`src/rtl/fimm_pkg.sv`:
```
package fimm_pkg;
  localparam int SP_EXP_W  = 8;
  localparam int SP_FRAC_W = 23;
  localparam int DP_EXP_W  = 11;
  localparam int DP_FRAC_W = 52;

  typedef enum logic {
    OP_LOAD   = 1'b0,
    OP_INSERT = 1'b1
  } fimm_op_e;
endpackage

```
`src/rtl/fimm_narrow.sv`:
```
module fimm_narrow #(
  parameter int SE = 8,
  parameter int SF = 23,
  parameter int DE = 11,
  parameter int DF = 52
) (
  input  logic [DE+DF:0] dp_in,
  output logic [SE+SF:0] sp_out
);
  localparam int SB         = (1 << (SE - 1)) - 1;
  localparam int DB         = (1 << (DE - 1)) - 1;
  localparam int REBIAS     = DB - SB;
  localparam int NORM_MIN   = REBIAS + 1;
  localparam int DEN_MIN    = REBIAS - SF + 1;
  localparam int OVF_MIN    = DB + SB + 1;
  localparam int SHIFT_BASE = NORM_MIN + DF - SF;

  logic          sgn;
  logic [DE-1:0] ex;
  logic [DF-1:0] fr;
  logic [DF:0]   mant;
  logic [SF-1:0] frac_t;
  int            ev;

  always_comb begin
    sgn    = dp_in[DE+DF];
    ex     = dp_in[DF +: DE];
    fr     = dp_in[DF-1:0];
    mant   = {1'b1, fr};
    ev     = int'(ex);
    frac_t = fr[DF-1 -: SF];
    sp_out = {sgn, {(SE+SF){1'b0}}};
    if (ex == {DE{1'b1}}) begin
      // NaN keeps a nonzero fraction so it cannot collapse to infinity
      if (fr != '0 && frac_t == '0) frac_t[SF-1] = 1'b1;
      sp_out = {sgn, {SE{1'b1}}, frac_t};
    end else if (ev >= OVF_MIN) begin
      sp_out = {sgn, {(SE-1){1'b1}}, 1'b0, {SF{1'b1}}};
    end else if (ev >= NORM_MIN) begin
      sp_out = {sgn, SE'(ev - REBIAS), frac_t};
    end else if (ev >= DEN_MIN) begin
      sp_out = {sgn, {SE{1'b0}}, SF'(mant >> (SHIFT_BASE - ev))};
    end
  end

  // a finite double input never narrows to an infinity or NaN
  always_comb begin
    if (dp_in[DF +: DE] != {DE{1'b1}})
      a_r9_finite_stays_finite: assert (sp_out[SF +: SE] != {SE{1'b1}});
  end
endmodule

```
`src/rtl/fimm_widen.sv`:
```
module fimm_widen #(
  parameter int SE = 8,
  parameter int SF = 23,
  parameter int DE = 11,
  parameter int DF = 52
) (
  input  logic [SE+SF:0] sp_in,
  output logic [DE+DF:0] dp_out
);
  localparam int SB       = (1 << (SE - 1)) - 1;
  localparam int DB       = (1 << (DE - 1)) - 1;
  localparam int REBIAS   = DB - SB;
  localparam int DEN_BASE = REBIAS - SF + 1;
  localparam int PW       = $clog2(SF);
  localparam int PAD      = DF - SF;

  function automatic logic [PW-1:0] lead_one(input logic [SF-1:0] f);
    logic [PW-1:0] pos;
    pos = '0;
    for (int i = 0; i < SF; i++) begin
      if (f[i]) pos = PW'(i);
    end
    return pos;
  endfunction

  logic          s;
  logic [SE-1:0] e;
  logic [SF-1:0] f;
  logic [PW-1:0] p;

  always_comb begin
    s = sp_in[SE+SF];
    e = sp_in[SF +: SE];
    f = sp_in[SF-1:0];
    p = lead_one(f);
    if (e == {SE{1'b1}}) begin
      dp_out = {s, {DE{1'b1}}, f, {PAD{1'b0}}};
    end else if (e == '0 && f == '0) begin
      dp_out = {s, {(DE+DF){1'b0}}};
    end else if (e == '0) begin
      dp_out = {s, DE'(int'(p) + DEN_BASE),
                DF'({f, {PAD{1'b0}}} << (SF - int'(p)))};
    end else begin
      dp_out = {s, DE'(int'(e) + REBIAS), f, {PAD{1'b0}}};
    end
  end

  // a nonzero subnormal single always widens to a normal double
  always_comb begin
    if (sp_in[SF +: SE] == '0 && sp_in[SF-1:0] != '0)
      a_r5_subnormal_normalised: assert (dp_out[DF +: DE] != '0);
  end
endmodule

```
`src/rtl/fimm_loader.sv`:
```
module fimm_loader
  import fimm_pkg::*;
#(
  parameter  int SE    = SP_EXP_W,
  parameter  int SF    = SP_FRAC_W,
  parameter  int DE    = DP_EXP_W,
  parameter  int DF    = DP_FRAC_W,
  localparam int SW    = 1 + SE + SF,
  localparam int DW    = 1 + DE + DF,
  localparam int IMM_W = SW / 2
) (
  input  logic             clk,
  input  logic             rst,
  input  logic             req_valid,
  input  logic             req_op,
  input  logic [IMM_W-1:0] req_imm,
  input  logic [DW-1:0]    cur_val,
  output logic [DW-1:0]    res_val,
  output logic             res_we
);
  localparam int LOAD_ZERO = DF - SF + IMM_W;
  localparam int INS_ZERO  = DF - SF;

  fimm_op_e      op;
  logic [SW-1:0] sp_narrow;
  logic [SW-1:0] sp_sel;
  logic [DW-1:0] dp_wide;

  assign op = fimm_op_e'(req_op);

  fimm_narrow #(.SE(SE), .SF(SF), .DE(DE), .DF(DF)) u_narrow (
    .dp_in  (cur_val),
    .sp_out (sp_narrow)
  );

  always_comb begin
    if (op == OP_LOAD) begin
      sp_sel = {req_imm, {(SW-IMM_W){1'b0}}};
    end else begin
      sp_sel = sp_narrow;
      sp_sel[IMM_W-1:0] = req_imm;
    end
  end

  fimm_widen #(.SE(SE), .SF(SF), .DE(DE), .DF(DF)) u_widen (
    .sp_in  (sp_sel),
    .dp_out (dp_wide)
  );

  always_ff @(posedge clk) begin
    if (rst) begin
      res_we  <= 1'b0;
      res_val <= '0;
    end else begin
      res_we <= req_valid;
      if (req_valid) res_val <= dp_wide;
    end
  end

  a_r2_strobe_follows: assert property (@(posedge clk) disable iff (rst)
    req_valid |=> res_we);
  a_r2_strobe_drops: assert property (@(posedge clk) disable iff (rst)
    !req_valid |=> !res_we);
  a_r2_idle_hold: assert property (@(posedge clk) disable iff (rst)
    !req_valid |=> $stable(res_val));
  a_r3_load_sign: assert property (@(posedge clk) disable iff (rst)
    (req_valid && req_op == OP_LOAD) |=> res_val[DW-1] == $past(req_imm[IMM_W-1]));
  a_r3_load_low_zero: assert property (@(posedge clk) disable iff (rst)
    (req_valid && req_op == OP_LOAD) |=> res_val[LOAD_ZERO-1:0] == '0);
  a_r6_insert_low_zero: assert property (@(posedge clk) disable iff (rst)
    (req_valid && req_op == OP_INSERT) |=> res_val[INS_ZERO-1:0] == '0);
endmodule

```
`config.mk`:
```
export PLATFORM = sky130hd
export DESIGN_NAME = fimm_loader
export DESIGN_NICKNAME = d
export VERILOG_FILES = /design/src/rtl/fimm_pkg.sv /design/src/rtl/fimm_narrow.sv /design/src/rtl/fimm_widen.sv /design/src/rtl/fimm_loader.sv
export SDC_FILE = /design/constraint.sdc
export NUM_CORES = 1
export LEC_CHECK = 0
export BUFFER_PORTS_ARGS = -buffer_cell sky130_fd_sc_hd__buf_4
export CORE_MARGIN = 3
export CORE_UTILIZATION = 56
export DETAILED_ROUTE_END_ITERATION = 6
export PLACE_DENSITY = 0.83
export REMOVE_ABC_BUFFERS = 1
export SLEW_MARGIN = 30
export SYNTH_ARGS = -nofsm -noshare
export SYNTH_HDL_FRONTEND = slang
export SYNTH_SLANG_ARGS = --single-unit
```
`constraint.sdc`:
```
create_clock -name clk -period 7.4 [get_ports clk]
set_input_delay 0.74 -clock clk [delete_from_list [all_inputs] [get_ports clk]]
set_output_delay 0.74 -clock clk [all_outputs]
set_load 0.005 [all_outputs]
```
---- Yosys cells after proc, flatten, opt, wreduce, memory -nomap -nowiden ----
Cells that the tools add are included.
cells by class
  $add $sub $neg .......................... 5
  $lt $le $gt $ge ......................... 3
  equality and inequality tests ........... 2
  shifts and indexed selects .............. 2
  multiplexer cells ....................... 31
  reductions and logical operators ........ 6
operators by type and width
  operator                                                                  count
  63-bit two-way mux                                                        3
  31-bit two-way mux                                                        3
  53-bit by 32-bit >> shifter with 23-bit output                            1
  52-bit nonzero test                                                       1
  52-bit by 32-bit << shifter with 52-bit output                            1
  23-bit zero test                                                          2
  5-bit two-way mux                                                         7
  32-bit two-way mux                                                        1
  4-bit two-way mux                                                         8
  23-bit two-way mux                                                        1
  11-bit by 10-bit >= comparator with 1-bit output (second input constant)  2
  3-bit two-way mux                                                         4
  10-bit by 11-bit subtractor with 12-bit output (first input constant)     1
  5-bit by 10-bit adder with 11-bit output (second input constant)          1
  8-bit by 10-bit adder with 11-bit output (second input constant)          1
  11-bit == test (second input constant)                                    1
  11-bit >= comparator (second input constant)                              1
  8-bit == test (second input constant)                                     1
  8-bit zero test                                                           1
  8-bit subtractor (second input constant)                                  1
  5-bit by 5-bit subtractor with 6-bit output (first input constant)        1
  2-bit two-way mux                                                         2
  1-bit logical AND                                                         2
  1-bit two-way mux                                                         2
word-level totals
  flip-flop bits (word level) ............. 65
  input port bits ......................... 84
  output and inout port bits .............. 65
  logic and storage cells ................. 51

---- Depth between registers and ports, before layout ----
Gate-level depths: netlist of run 1.
  depth after elaboration ................. 34
  depth in mapped cells ................... 28

---- By module ----
Synthesis of run 1 repeated with hierarchy kept, for this count alone.
unflattened totals
  cells, all modules ...................... 1124
  area total of the unflattened synthesis .. 9152.5 µm²
modules (own cells, without submodules)
  module       times used  cells an instance  area each (µm²)  seq. area each (µm²)
  fimm_narrow  1           527                4287.9           0.0
  fimm_loader  1           243                2607.5           1301.2
  fimm_widen   1           354                2257.2           0.0

---- Worst setup path after synthesis of run 1 ----
Ideal clock, no wire load.
  kind .................................... input port to flip-flop
  from .................................... input port cur_val[52]
  to ...................................... register res_val[35]
  arrival ................................. 5.877 ns
  data required time ...................... 7.314 ns
  path slack .............................. 1.437 ns
  cell stages on the path ................. 26
  path buffers ............................ 10
  cell sequence ........................... buf_6 buf_12 buf_12 buf_4 inv_1 ha_1 buf_2 buf_2 buf_2 mux4_2 a221oi_1 a31oi_1 a31oi_1 nor3_1 or4_4 nor3b_4 buf_2 buf_4 ha_1 buf_2 nor2b_1 nand2_1 nor3_1 nand2_1 a2bb2oi_1 a211oi_1
on the way
  word-level cells in the longest chain between the ends .. 19
RTL lines
  what                                            line               text
  from (decl)                                     fimm_loader.sv:17  input logic [DW-1:0] cur_val,
  10-bit by 11-bit subtractor with 12-bit output  fimm_narrow.sv:42  sp_out = {sgn, {SE{1'b0}}, SF'(mant >> (SHIFT_BASE - ev))};
  53-bit by 32-bit >> shifter with 23-bit output  fimm_narrow.sv:42
  23-bit two-way mux                              fimm_narrow.sv:41  end else if (ev >= DEN_MIN) begin
  31-bit two-way mux                              fimm_narrow.sv:39  end else if (ev >= NORM_MIN) begin
  31-bit two-way mux                              fimm_narrow.sv:37  end else if (ev >= OVF_MIN) begin
  31-bit two-way mux (*)                          fimm_narrow.sv:33  if (ex == {DE{1'b1}}) begin
  32-bit two-way mux (*)                          fimm_loader.sv:37  if (op == OP_LOAD) begin
  5-bit two-way mux (7 in series)                 fimm_widen.sv:21   if (f[i]) pos = PW'(i);
  5-bit by 5-bit subtractor with 6-bit output     fimm_widen.sv:42   DF'({f, {PAD{1'b0}}} << (SF - int'(p)))};
  52-bit by 32-bit << shifter with 52-bit output  fimm_widen.sv:42
  63-bit two-way mux                              fimm_widen.sv:40   end else if (e == '0) begin
  63-bit two-way mux                              fimm_widen.sv:38   end else if (e == '0 && f == '0) begin
  63-bit two-way mux (*)                          fimm_widen.sv:36   if (e == {SE{1'b1}}) begin
  to (signal assigned)                            fimm_loader.sv:56  if (req_valid) res_val <= dp_wide;
  to (decl)                                       fimm_loader.sv:18  output logic [DW-1:0] res_val,
Mark *: on every way between the ends. The rest lies on a longest branch, timed or not.
A chain may end at the register's enable or synchronous reset.

---- Worst setup path in the final report of run 1 ----
  from .................................... input port cur_val[52]
  to ...................................... register res_val[45]
The elaborated chain is that of the path after synthesis.

==> results of run 1 <==
power by group through the flow:
stage               sequential [mW]  clock, mW  combinational (mW)
floorplan                     0.213          0               0.255
global placement              0.212          0               0.428
detailed placement            0.213          0               0.432
CTS                           0.209      0.147               0.434
global route                  0.210      0.155               0.479
finish                        0.209      0.148               0.450
stage by stage:
step           cells  area (um^2)  total power, mW  worst slack (ns)    util
3_3_place_gp     976         6650           0.6405             1.114  0.6413
4_1_cts          983         6738           0.7899             1.383  0.6497
5_1_grt          983         6738           0.8437            0.8021  0.6497
6_report         983         6738           0.8069             1.252  0.6497
3_5_place_dp     976         6650           0.6451             1.105  0.6413
2_1_floorplan    709         5493           0.4680             1.286       -
critical path: cells and delay by family:
kind	cells	cell delay, ns
xor+xnor	1	0.41
compound gates	5	1.52
buf+inv	1	0.37
simple gates	10	3.01
fa+ha+maj	1	0.29
logic make-up after synthesis:
kind of cell / after synthesis
DFF: 35
adders and majority gates: 7
buffers and inverters: 114
AOI/OAI and AO/OA: 223
xor gates and xnor gates: 9
muxes: 83
other: 1
and+or+nand+nor: 307
cell usage after synthesis (5+ instances only):
cell	count	area [um^2]
sky130_fd_sc_hd__nor2b_1	8	50.05
sky130_fd_sc_hd__mux2i_1	40	400.4
sky130_fd_sc_hd__dfxtp_1	35	700.7
sky130_fd_sc_hd__mux4_2	26	585.6
sky130_fd_sc_hd__inv_1	14	52.55
sky130_fd_sc_hd__and3_1	8	50.05
sky130_fd_sc_hd__nand2_1	65	244.0
sky130_fd_sc_hd__nand4_1	12	75.07
sky130_fd_sc_hd__mux2_2	11	123.9
sky130_fd_sc_hd__mux2_4	5	75.07
sky130_fd_sc_hd__and2_1	8	50.05
sky130_fd_sc_hd__buf_2	20	100.1
sky130_fd_sc_hd__a21o_1	5	37.54
sky130_fd_sc_hd__a21oi_1	42	210.2
sky130_fd_sc_hd__a31oi_1	7	43.79
sky130_fd_sc_hd__a311oi_1	6	52.55
sky130_fd_sc_hd__nor2_1	99	371.6
sky130_fd_sc_hd__nor3_1	30	150.1
sky130_fd_sc_hd__o22ai_1	12	75.07
sky130_fd_sc_hd__a211oi_1	21	157.7
sky130_fd_sc_hd__buf_4	36	270.3
sky130_fd_sc_hd__clkbuf_1	33	123.9
sky130_fd_sc_hd__or4_1	5	37.54
sky130_fd_sc_hd__nand2b_1	8	50.05
sky130_fd_sc_hd__a22oi_1	6	45.04
sky130_fd_sc_hd__nand3_1	15	75.07
sky130_fd_sc_hd__o211ai_1	9	67.56
sky130_fd_sc_hd__o21ai_0	24	120.1
sky130_fd_sc_hd__nor4_1	16	100.1
sky130_fd_sc_hd__o31a_1	5	43.79
sky130_fd_sc_hd__a2bb2oi_1	5	43.79
sky130_fd_sc_hd__a32oi_1	5	43.79
sky130_fd_sc_hd__a221oi_1	9	78.83
sky130_fd_sc_hd__o32ai_1	6	52.55
sky130_fd_sc_hd__ha_1	7	87.58
layout make-up:
class                   instances  area share
multi-input cells             658      0.7029
repair buffers                131      0.1460
flip-flops and latches         35      0.1040
well taps                     136     0.02526
clock buffers                   6     0.01226
inverters                      16    0.008914
clock inverters                 1   0.0007428
per-layer routing:
layer | routed length (um) | up-vias
met4 | 505 | 2
met1 | 9641 | 3281
met3 | 3184 | 57
met5 | 7 | -
li1 | - | 3067
met2 | 9320 | 526
flip-flops by register name, summed over array words and instances (netlist names):
name and flops:
res_val 34, res_we 1
final timing paths:
check / start / to / slack, ns / depth (start not counted)
setup / recovery: cur_val[52] / res_val[45] / 1.25 / 18
hold / removal: res_val[57] / res_val[57] / 0.48 / 2
setup reg to reg: res_val[45] / res_val[45] / 6.16 / 3
hold reg to reg: res_val[57] / res_val[57] / 0.48 / 2
==> results.yml, run 1 <==
synth:
  synth-adder-area-share: 0.01462
  synth_top_family_by_area: "compound AO/OA/AOI/OAI gates"
  synth-compound-area-share: 0.2805
  synth_async_sr_flop_share: 0
  ys_seq_elements: 35
  synth.lib_cells_used.distinct: 100
  syn-mean-instance-area_um2: 7.690
  syn_area_um2: 5991
  synth.yosys.seq_area_share: 0.1170
  synthXorXnorAreaFrac: 0.01880
  yosysWarningCount: 0
  post_synth_inst_count: 779
  synthSimpleGateAreaFrac: 0.2556
  synth_edf_count: 0
  muxShareOfSynthArea: 0.2022
  synth-main-ff-cell: "sky130_fd_sc_hd__dfxtp_1"
clock_network:
  cts_resized: 0
  cts_sink_cnt: 35
  path_clk_slew_ns: 0.07
  tritoncts: "yes"
  clock-root-buffer: "sky130_fd_sc_hd__clkbuf_8"
  h-tree-depth: 2
  post-cts-setup-buffer-count: 0
  maximum_buffer_depth_of_the_clock_tree: 2
  insertion_delay_ns: 0.29
  cts_hold_buffers: 0
  tritoncts.num_buffers: 5
final_layout:
  layout.cells.most_common_list: "sky130_fd_sc_hd__buf_4, sky130_fd_sc_hd__nor2_1, sky130_fd_sc_hd__nand2_1, sky130_fd_sc_hd__a21oi_1, sky130_fd_sc_hd__mux2i_1"
  final_layout_size_suffix_gt1_frac: 0.2562
  num-fill-cells: 922
  most_common_cell_after_layout_fill_and_taps_aside: "sky130_fd_sc_hd__buf_4"
  multiInputGateArea_um2: 4736
  syn_to_final_growth_pct: 12.47
  regArea_um2: 700.7
  insertedDiodeCount: 0
  finalNetCount: 938
global_routing:
  grtUsageMet2: 0.5362
  largest_net_degree_at_the_start_of_global_routing: 50
  global_route_wire_length_before_repair_mm: 34.70
  groute.usage.overall: 0.3735
  globalRoute.totalOverflow: 0
  globalRouteMet1Util: 0.5405
  grt_antenna_before_repair: 1
  via_count_of_the_first_global_routing_pass: 6268
  grt_most_used_layer: "met1"
  grt.met3_usage: 0.1274
critical_path:
  worst-endpoint-required_ns: 7.60
  critPathKind: "primary input to flop"
  timing.critical_path.cells: "buf_4, and3_1, xor2_2, nor3_1, a2111oi_0, or4_1, a211oi_2, nor4_2, nand3_1, ha_1, nor2_1, nand2_1, o2bb2ai_4, nand2_2, nor2_1, a21oi_1, or4_1, o32ai_1"
  crit_path_max_fanout: 30
  critical_path.startpoint_type: "primary input"
  cp_data_arrival_time_ns: 6.35
  cp_slowest_cell: "sky130_fd_sc_hd__a2111oi_0"
  cp_slowest_stage_delay_ns: 0.79
  worst_setup_path_end_kind: "flop"
timing:
  final-hold-violation-count: 0
  final.min_clock_period_ns: 6.148
  rsz0062_at_grt: "false"
  final.period_utilization: 0.8308
  final.hold.worst_slack_ns: 0.4835
  setup_viol_count_final: 0
  fin_tns_setup_ns: 0
  worstMarginPinSlew_ns: 0.9164
  timing.clock.skew_ns: 0
  max_freq_mhz: 162.7
  maxSlewHeadroom: 0.3890
  maxSlewViolCount: 0
drt:
  drt-wirelength-per-cell_um: 23.05
  via_per_inst: 7.053
  drt.antenna.violating_nets: 0
  drt-initial-drc-count: 1144
  post_route_drc_violation_count: 4
  drt_first_pass_iters: 7
  num_vias: 6933
  finalWirelength_mm: 22.66
status:
  status: "finished with violations"
  failed_checks: "design-rule violations"
floorplan:
  start_util: 0.5777
  core_area_um2: 10370
  rows: 37
  pin_count: 149
  die_height_um: 109.4
  dieArea_um2: 11970
  die_width_um: 109.4
run:
  maxCapViolCount: 0
power_and_ir_drop:
  power.share.clock: 0.184
  net-switching-power_mw: 0.3420
  seqPwrFrac: 0.259
  combinational_fraction_of_design_power: 0.558
  p_int_mw: 0.4649
  ir_drop_mv: 0.09016
  cellLeakagePower_nw: 2.741
  netSwitchingFraction: 0.4238
  power-per-cell-area_nw_per_um2: 119.8
placement:
  port-buffer-count: 119
  detailedPlacementHpwl_mm: 17.45
  finalWeightedCongestion: 1.022
worst_hold_path:
  hold_class: "flop to flop"
(Power assumes the default switching activity.)
==> run 2: changes to the inputs <==
ABC_AREA = 1   (was default)
CORE_UTILIZATION = 51   (was 56)
PLACE_DENSITY = 0.8   (was 0.83)
clock period = 5.2 ns   (was 7.4 ns; I/O delays follow)
==> run 2 against run 1 <==
  * The flow now finishes without violations
  * Via count increased by 21%
  * Register-to-register slack got worse by 1.7 ns
  * Synthesized cell count increased by 47%
  * Critical path depth is 16 higher
  * Critical path type unchanged
  * Largest power group unchanged
==> results.yml, run 2 <==
floorplan:
  start_util: 0.5313
  die_height_um: 116.2
  pin_count: 149
  core_area_um2: 11660
  dieArea_um2: 13510
  rows: 39
  die_width_um: 116.2
synth:
  yosysWarningCount: 0
  synth_async_sr_flop_share: 0
  synth_area_leaders: "sky130_fd_sc_hd__nand2_1, sky130_fd_sc_hd__nand3_1, sky130_fd_sc_hd__dfxtp_1, sky130_fd_sc_hd__a21oi_1, sky130_fd_sc_hd__nand4_1"
  synth_top_area_share: 0.2163
  ys_seq_elements: 35
  yosysMostFrequentCell: "sky130_fd_sc_hd__nand2_1"
  synth_top_cell_by_area: "sky130_fd_sc_hd__nand2_1"
  synth-main-ff-cell: "sky130_fd_sc_hd__dfxtp_1"
  synth.yosys.seq_area_share: 0.1131
  syn-mean-instance-area_um2: 5.407
  post_synth_inst_count: 1146
  syn_area_um2: 6196
  synth_edf_count: 0
  synth.lib_cells_used.distinct: 51
  synthTopCellsByCount: "sky130_fd_sc_hd__nand2_1, sky130_fd_sc_hd__nand3_1, sky130_fd_sc_hd__inv_1"
global_routing:
  globalRoute.totalOverflow: 0
  global_route_wire_length_before_repair_mm: 37.50
  groute.usage.overall: 0.3429
  grt_antenna_before_repair: 0
  via_count_of_the_first_global_routing_pass: 7307
  largest_net_degree_at_the_start_of_global_routing: 47
drt:
  drt_first_pass_iters: 6
  finalWirelength_mm: 24.08
  via_per_inst: 6.056
  highest-signal-layer: "met4"
  num_vias: 8364
  met1Wirelength_mm: 10.36
  drt.antenna.violating_nets: 0
  post_route_drc_violation_count: 0
  met2_wirelength_mm: 9.775
  drt-wirelength-per-cell_um: 17.44
  drt-initial-drc-count: 1201
  met3_length_mm: 3.530
placement:
  instance_area_after_placement_um2: 7014
  detailedPlacementHpwl_mm: 18.46
  port-buffer-count: 119
  finalWeightedCongestion: 1.036
run:
  maxCapViolCount: 0
timing:
  final.period_utilization: 0.9366
  rsz0062_at_grt: "false"
  maxSlewHeadroom: 0.4315
  final.min_clock_period_ns: 4.870
  worstMarginPinSlew_ns: 0.8462
  timing.clock.skew_ns: 0
  setup_viol_count_final: 0
  fin_tns_setup_ns: 0
  max_freq_mhz: 205.3
  final-hold-violation-count: 0
  maxSlewViolCount: 0
critical_path:
  critical_path.startpoint_type: "primary input"
  critPathTopFamily: "simple AND/OR/NAND/NOR gates"
  cp_data_arrival_time_ns: 5.09
  critPathKind: "primary input to flop"
  crit_path_max_fanout: 23
  worst_setup_path_end_kind: "flop"
  buffering_stage_count_on_the_worst_path_with_inverters_included: 5
  worst-endpoint-required_ns: 5.42
  critical-path-top-cell-by-count: "sky130_fd_sc_hd__nand2_1"
  cp_slowest_cell: "sky130_fd_sc_hd__nor3_4"
  cp_slowest_stage_delay_ns: 0.34
final_layout:
  final_layout_size_suffix_gt1_frac: 0.1745
  most_common_cell_after_layout_fill_and_taps_aside: "sky130_fd_sc_hd__nand2_1"
  syn_to_final_growth_pct: 16.84
  layout.cells.most_common_list: "sky130_fd_sc_hd__nand2_1, sky130_fd_sc_hd__nand3_1, sky130_fd_sc_hd__buf_4, sky130_fd_sc_hd__inv_1, sky130_fd_sc_hd__a21oi_1"
  insertedDiodeCount: 0
  flip_flop_count_of_the_largest_register_all_copies_and_words_added: 34
  design_area_um2: 7239
  registers.top_by_ff_count: "res_val"
  finalNetCount: 1328
  reg_top3: "res_val: 34 flops, res_we: 1 flops"
power_and_ir_drop:
  power-per-cell-area_nw_per_um2: 189.2
  ir_drop_mv: 0.2174
  cellLeakagePower_nw: 3.691
clock_network:
  tritoncts.num_buffers: 5
  tritoncts: "yes"
  clock-root-buffer: "sky130_fd_sc_hd__clkbuf_16"
  insertion_delay_ns: 0.28
  path_clk_slew_ns: 0.06
  maximum_buffer_depth_of_the_clock_tree: 2
  cts_hold_buffers: 0
  cts_sink_cnt: 35
  h-tree-depth: 2
status:
  status: "finished clean"
worst_hold_path:
  hold_class: "flop to flop"
[run 2: kinds of logic after synthesis]
family          after synthesis  share of synthesized area
simple gates                722                     0.5380
compound gates              190                     0.1733
buf+inv                     188                     0.1537
flops                        35                     0.1131
fa+ha+maj                     7                    0.01414
xor+xnor                      3                   0.007271
other cells                   1                  0.0006052
[run 2: metal layers]
| metal | track usage | vias up |
|---|---|---|
| met1 | 0.5254 | 3717 |
| li1 | - | 3991 |
| met4 | 0.06032 | 0 |
| met2 | 0.4844 | 612 |
| met3 | 0.08653 | 44 |
| met5 | 0 | - |
[run 2: worst reg2reg max path: stages (launching register included)]
cell and delay [ns]:
sky130_fd_sc_hd__dfxtp_1 0.35, sky130_fd_sc_hd__o21ai_0 0.10, sky130_fd_sc_hd__a21oi_1 0.20
[run 2: path summary, 6_finish.rpt]
path | slack, ns | startpoint | end | cells past startpoint
setup / recovery | 0.33 | cur_val[52] | res_val[49] | 34
hold / removal | 0.47 | res_val[37] | res_val[37] | 2
setup reg to reg | 4.46 | res_val[41] | res_val[41] | 2
hold reg to reg | 0.47 | res_val[37] | res_val[37] | 2
[run 2: cell type report]
cell class | instances | area [um^2]
timing repair buffer | 146 | 1134
inverter | 96 | 367.9
sequential | 35 | 700.7
multi-input combinational | 953 | 4686
tap | 143 | 178.9
clock buffer | 5 | 125.1
clock inverter | 3 | 47.55
fill | 1196 | 4423
[run 2: report_power, final]
part | internal (mW) | total (mW) | leakage, nW | switching (mW)
registers | 0.285 | 0.295 | 0.289 | 0.00998
clock network | 0.229 | 0.360 | 0.0844 | 0.131
logic | 0.246 | 0.715 | 3.32 | 0.469
total | 0.760 | 1.37 | 3.69 | 0.610
[run 2: stage by stage]
step	std cells	power (mW)	hold WS [ns]	util	worst slack, ns
after floorplan	1082	0.7086	0.4557	-	-0.6121
after global placement	1369	0.9821	0.4544	0.6014	0.1534
after detailed placement	1369	0.9807	0.4591	0.6014	0.1105
after CTS	1377	1.337	0.4684	0.6162	0.3878
after global routing	1381	1.448	0.4814	0.6207	0.002633
final	1381	1.369	0.4687	0.6207	0.3299
[run 2: timing repair]
| action | CTS | global route |
|---|---|---|
| setup endpoints to repair | 0 | 18 |
| setup buffers | 0 | 2 |
| gates resized for setup | 0 | 5 |
==> run 3: changes to the inputs <==
GPL_TIMING_DRIVEN = 0   (was default)
==> run 3 against run 2 <==
  * The flow now finishes with violations (design-rule violations)
  * Combinational power decreased by 1%
  * Hold slack got worse by 0.0021 ns
  * Count of clock-buffer cells in the layout increased by 1
  * Clock power decreased by 15%
  * Critical path depth increased by 1
  * Utilization increased by 1.0 points
  * Sequential power about the same
  * Critical path type unchanged
==> results.yml, run 3 (synthesized netlist as in run 2, its figures left out) <==
floorplan:
  die_width_um: 116.2
  start_util: 0.5313
  pin_count: 149
  core_area_um2: 11660
  die_height_um: 116.2
  rows: 39
  dieArea_um2: 13510
timing:
  fin_tns_setup_ns: 0
  final.min_clock_period_ns: 4.859
  worstMarginPinSlew_ns: 0.9299
  final.period_utilization: 0.9343
  setup_viol_count_final: 0
  maxSlewViolCount: 0
  final-hold-violation-count: 0
  max_freq_mhz: 205.8
  maxSlewHeadroom: 0.3786
  timing.clock.skew_ns: 0
placement:
  finalWeightedCongestion: 1.040
  instance_area_after_placement_um2: 6789
  port-buffer-count: 119
  detailedPlacementHpwl_mm: 16.50
power_and_ir_drop:
  net-switching-power_mw: 0.5845
  seqPwrFrac: 0.225
  netSwitchingFraction: 0.4471
  p_int_mw: 0.7227
  combinational_fraction_of_design_power: 0.540
  power-per-cell-area_nw_per_um2: 177.6
  ir_drop_mv: 0.1268
  cellLeakagePower_nw: 3.708
  power.share.clock: 0.234
drt:
  drt_first_pass_iters: 7
  drt-initial-drc-count: 1037
  num_vias: 8426
  drt-wirelength-per-cell_um: 16.80
  post_route_drc_violation_count: 34
  drt.antenna.violating_nets: 0
  via_per_inst: 6.106
  finalWirelength_mm: 23.19
worst_hold_path:
  min_delay_path_depth: 2
  hold_class: "flop to flop"
  hp-start: "res_val[39]"
  min_delay_worst_endpoint: "res_val[39]"
final_layout:
  layout.cells.most_common_list: "sky130_fd_sc_hd__nand2_1, sky130_fd_sc_hd__nand3_1, sky130_fd_sc_hd__buf_4, sky130_fd_sc_hd__a21oi_1, sky130_fd_sc_hd__inv_1"
  final_layout_size_suffix_gt1_frac: 0.1876
  design_area_um2: 7358
  syn_to_final_growth_pct: 18.76
  registers.top_by_ff_count: "res_val"
  insertedDiodeCount: 0
  most_common_cell_after_layout_fill_and_taps_aside: "sky130_fd_sc_hd__nand2_1"
  finalNetCount: 1327
  flip_flop_count_of_the_largest_register_all_copies_and_words_added: 34
  reg_top3: "res_val: 34 flops, res_we: 1 flops"
global_routing:
  groute.usage.overall: 0.3238
  grt_antenna_before_repair: 0
  via_count_of_the_first_global_routing_pass: 7348
  largest_net_degree_at_the_start_of_global_routing: 49
  global_route_wire_length_before_repair_mm: 35.67
  globalRoute.totalOverflow: 0
critical_path:
  cp_data_arrival_time_ns: 5.07
  worst_setup_path_end_kind: "flop"
  setup.reg_to_reg.worst_slack_ns: 4.49
  r2r_end: "res_val[61]"
  crit-reg2reg-launch: "res_val[61]"
  cp_slowest_stage_delay_ns: 0.25
  critPathKind: "primary input to flop"
  cp_slowest_cell: "sky130_fd_sc_hd__nand2_1"
  buffering_stage_count_on_the_worst_path_with_inverters_included: 5
  worst-r2r-cell-count: 2
  worst-endpoint-required_ns: 5.41
  critical-path-top-cell-by-count: "sky130_fd_sc_hd__nand2_1"
  crit_path_max_fanout: 18
  critPathTopFamily: "simple AND/OR/NAND/NOR gates"
  critical_path.startpoint_type: "primary input"
clock_network:
  maximum_buffer_depth_of_the_clock_tree: 2
  insertion_delay_ns: 0.28
  tritoncts.num_buffers: 5
  clock-root-buffer: "sky130_fd_sc_hd__clkbuf_16"
  path_clk_slew_ns: 0.06
  cts_hold_buffers: 0
  tritoncts: "yes"
  cts_sink_cnt: 35
  h-tree-depth: 2
status:
  failed_checks: "design-rule violations"
  status: "finished with violations"
run:
  maxCapViolCount: 0
run 3: cell count changes in the layout (fill, tap and decap cells not counted), sizes merged:
cell      previous run  this run
bufinv               1         0
clkbuf               5         8
inv                 92        88
buf                146       140
clkinvlp             0         6
nand2              373       374
run 3: area by class of cell:
cell class	count	area (um^2)
clock buffer	6	138.9
clock inverter	2	16.27
fill	1163	4304
inverter	96	382.9
multi-input combinational	954	4802
sequential	35	700.7
tap	143	178.9
timing repair buffer	142	1126
timing repair inverter	2	12.51
run 3: timing repair:
item | CTS | global route
cloned | 4 | 2
gates resized for setup | 23 | 16
pin swaps | 3 | 6
endpoints found under the setup margin | 32 | 26
buffers inserted | 10 | 12
run 3: power groups by stage:
| stage | logic [mW] | clock network, mW | registers (mW) |
|---|---|---|---|
| floorplan | 0.409 | 0 | 0.300 |
| global placement | 0.629 | 0 | 0.299 |
| detailed placement | 0.634 | 0 | 0.300 |
| CTS | 0.666 | 0.308 | 0.294 |
| global route | 0.778 | 0.325 | 0.296 |
| finish | 0.706 | 0.306 | 0.294 |
run 3: worst max-delay path by stage:
| stage | start | end | slack, ns | cells past startpoint |
|---|---|---|---|---|
| 3_3_place_gp | cur_val[52] | res_val[43] | -3.30 | 31 |
| 4_1_cts | cur_val[52] | res_val[42] | 0.02 | 36 |
| 3_5_place_dp | cur_val[52] | res_val[43] | -2.98 | 31 |
| 2_1_floorplan | cur_val[52] | res_val[40] | -0.61 | 29 |
| 5_1_grt | cur_val[53] | res_val[51] | -0.01 | 40 |
| 6_report | cur_val[53] | res_val[44] | 0.34 | 35 |
run 3: through the flow:
step / cells / setup WS, ns / hold WS [ns] / power (mW) / util
4_1_cts: 1366 / 0.02134 / 0.4652 / 1.269 / 0.6131
6_report: 1380 / 0.3414 / 0.4666 / 1.307 / 0.6309
5_1_grt: 1380 / -0.01391 / 0.4858 / 1.399 / 0.6309
3_5_place_dp: 1344 / -2.979 / 0.4568 / 0.9339 / 0.5821
3_3_place_gp: 1344 / -3.296 / 0.4556 / 0.9288 / 0.5821
2_1_floorplan: 1082 / -0.6121 / 0.4557 / 0.7086 / -
run 3: worst register-to-register path, stage by stage, from the launching register on:
cell                      delay, ns
sky130_fd_sc_hd__dfxtp_1       0.33
sky130_fd_sc_hd__o21ai_0       0.19
sky130_fd_sc_hd__a21oi_1       0.06
run 3: metal layers:
layer | GRT usage | up-vias | part of all wire
met3 | 0.08031 | 96 | 0.14
met4 | 0.09899 | 0 | 0.037
met5 | 0 | - | 0
li1 | - | 3996 | -
met2 | 0.4737 | 582 | 0.42
met1 | 0.4664 | 3752 | 0.41
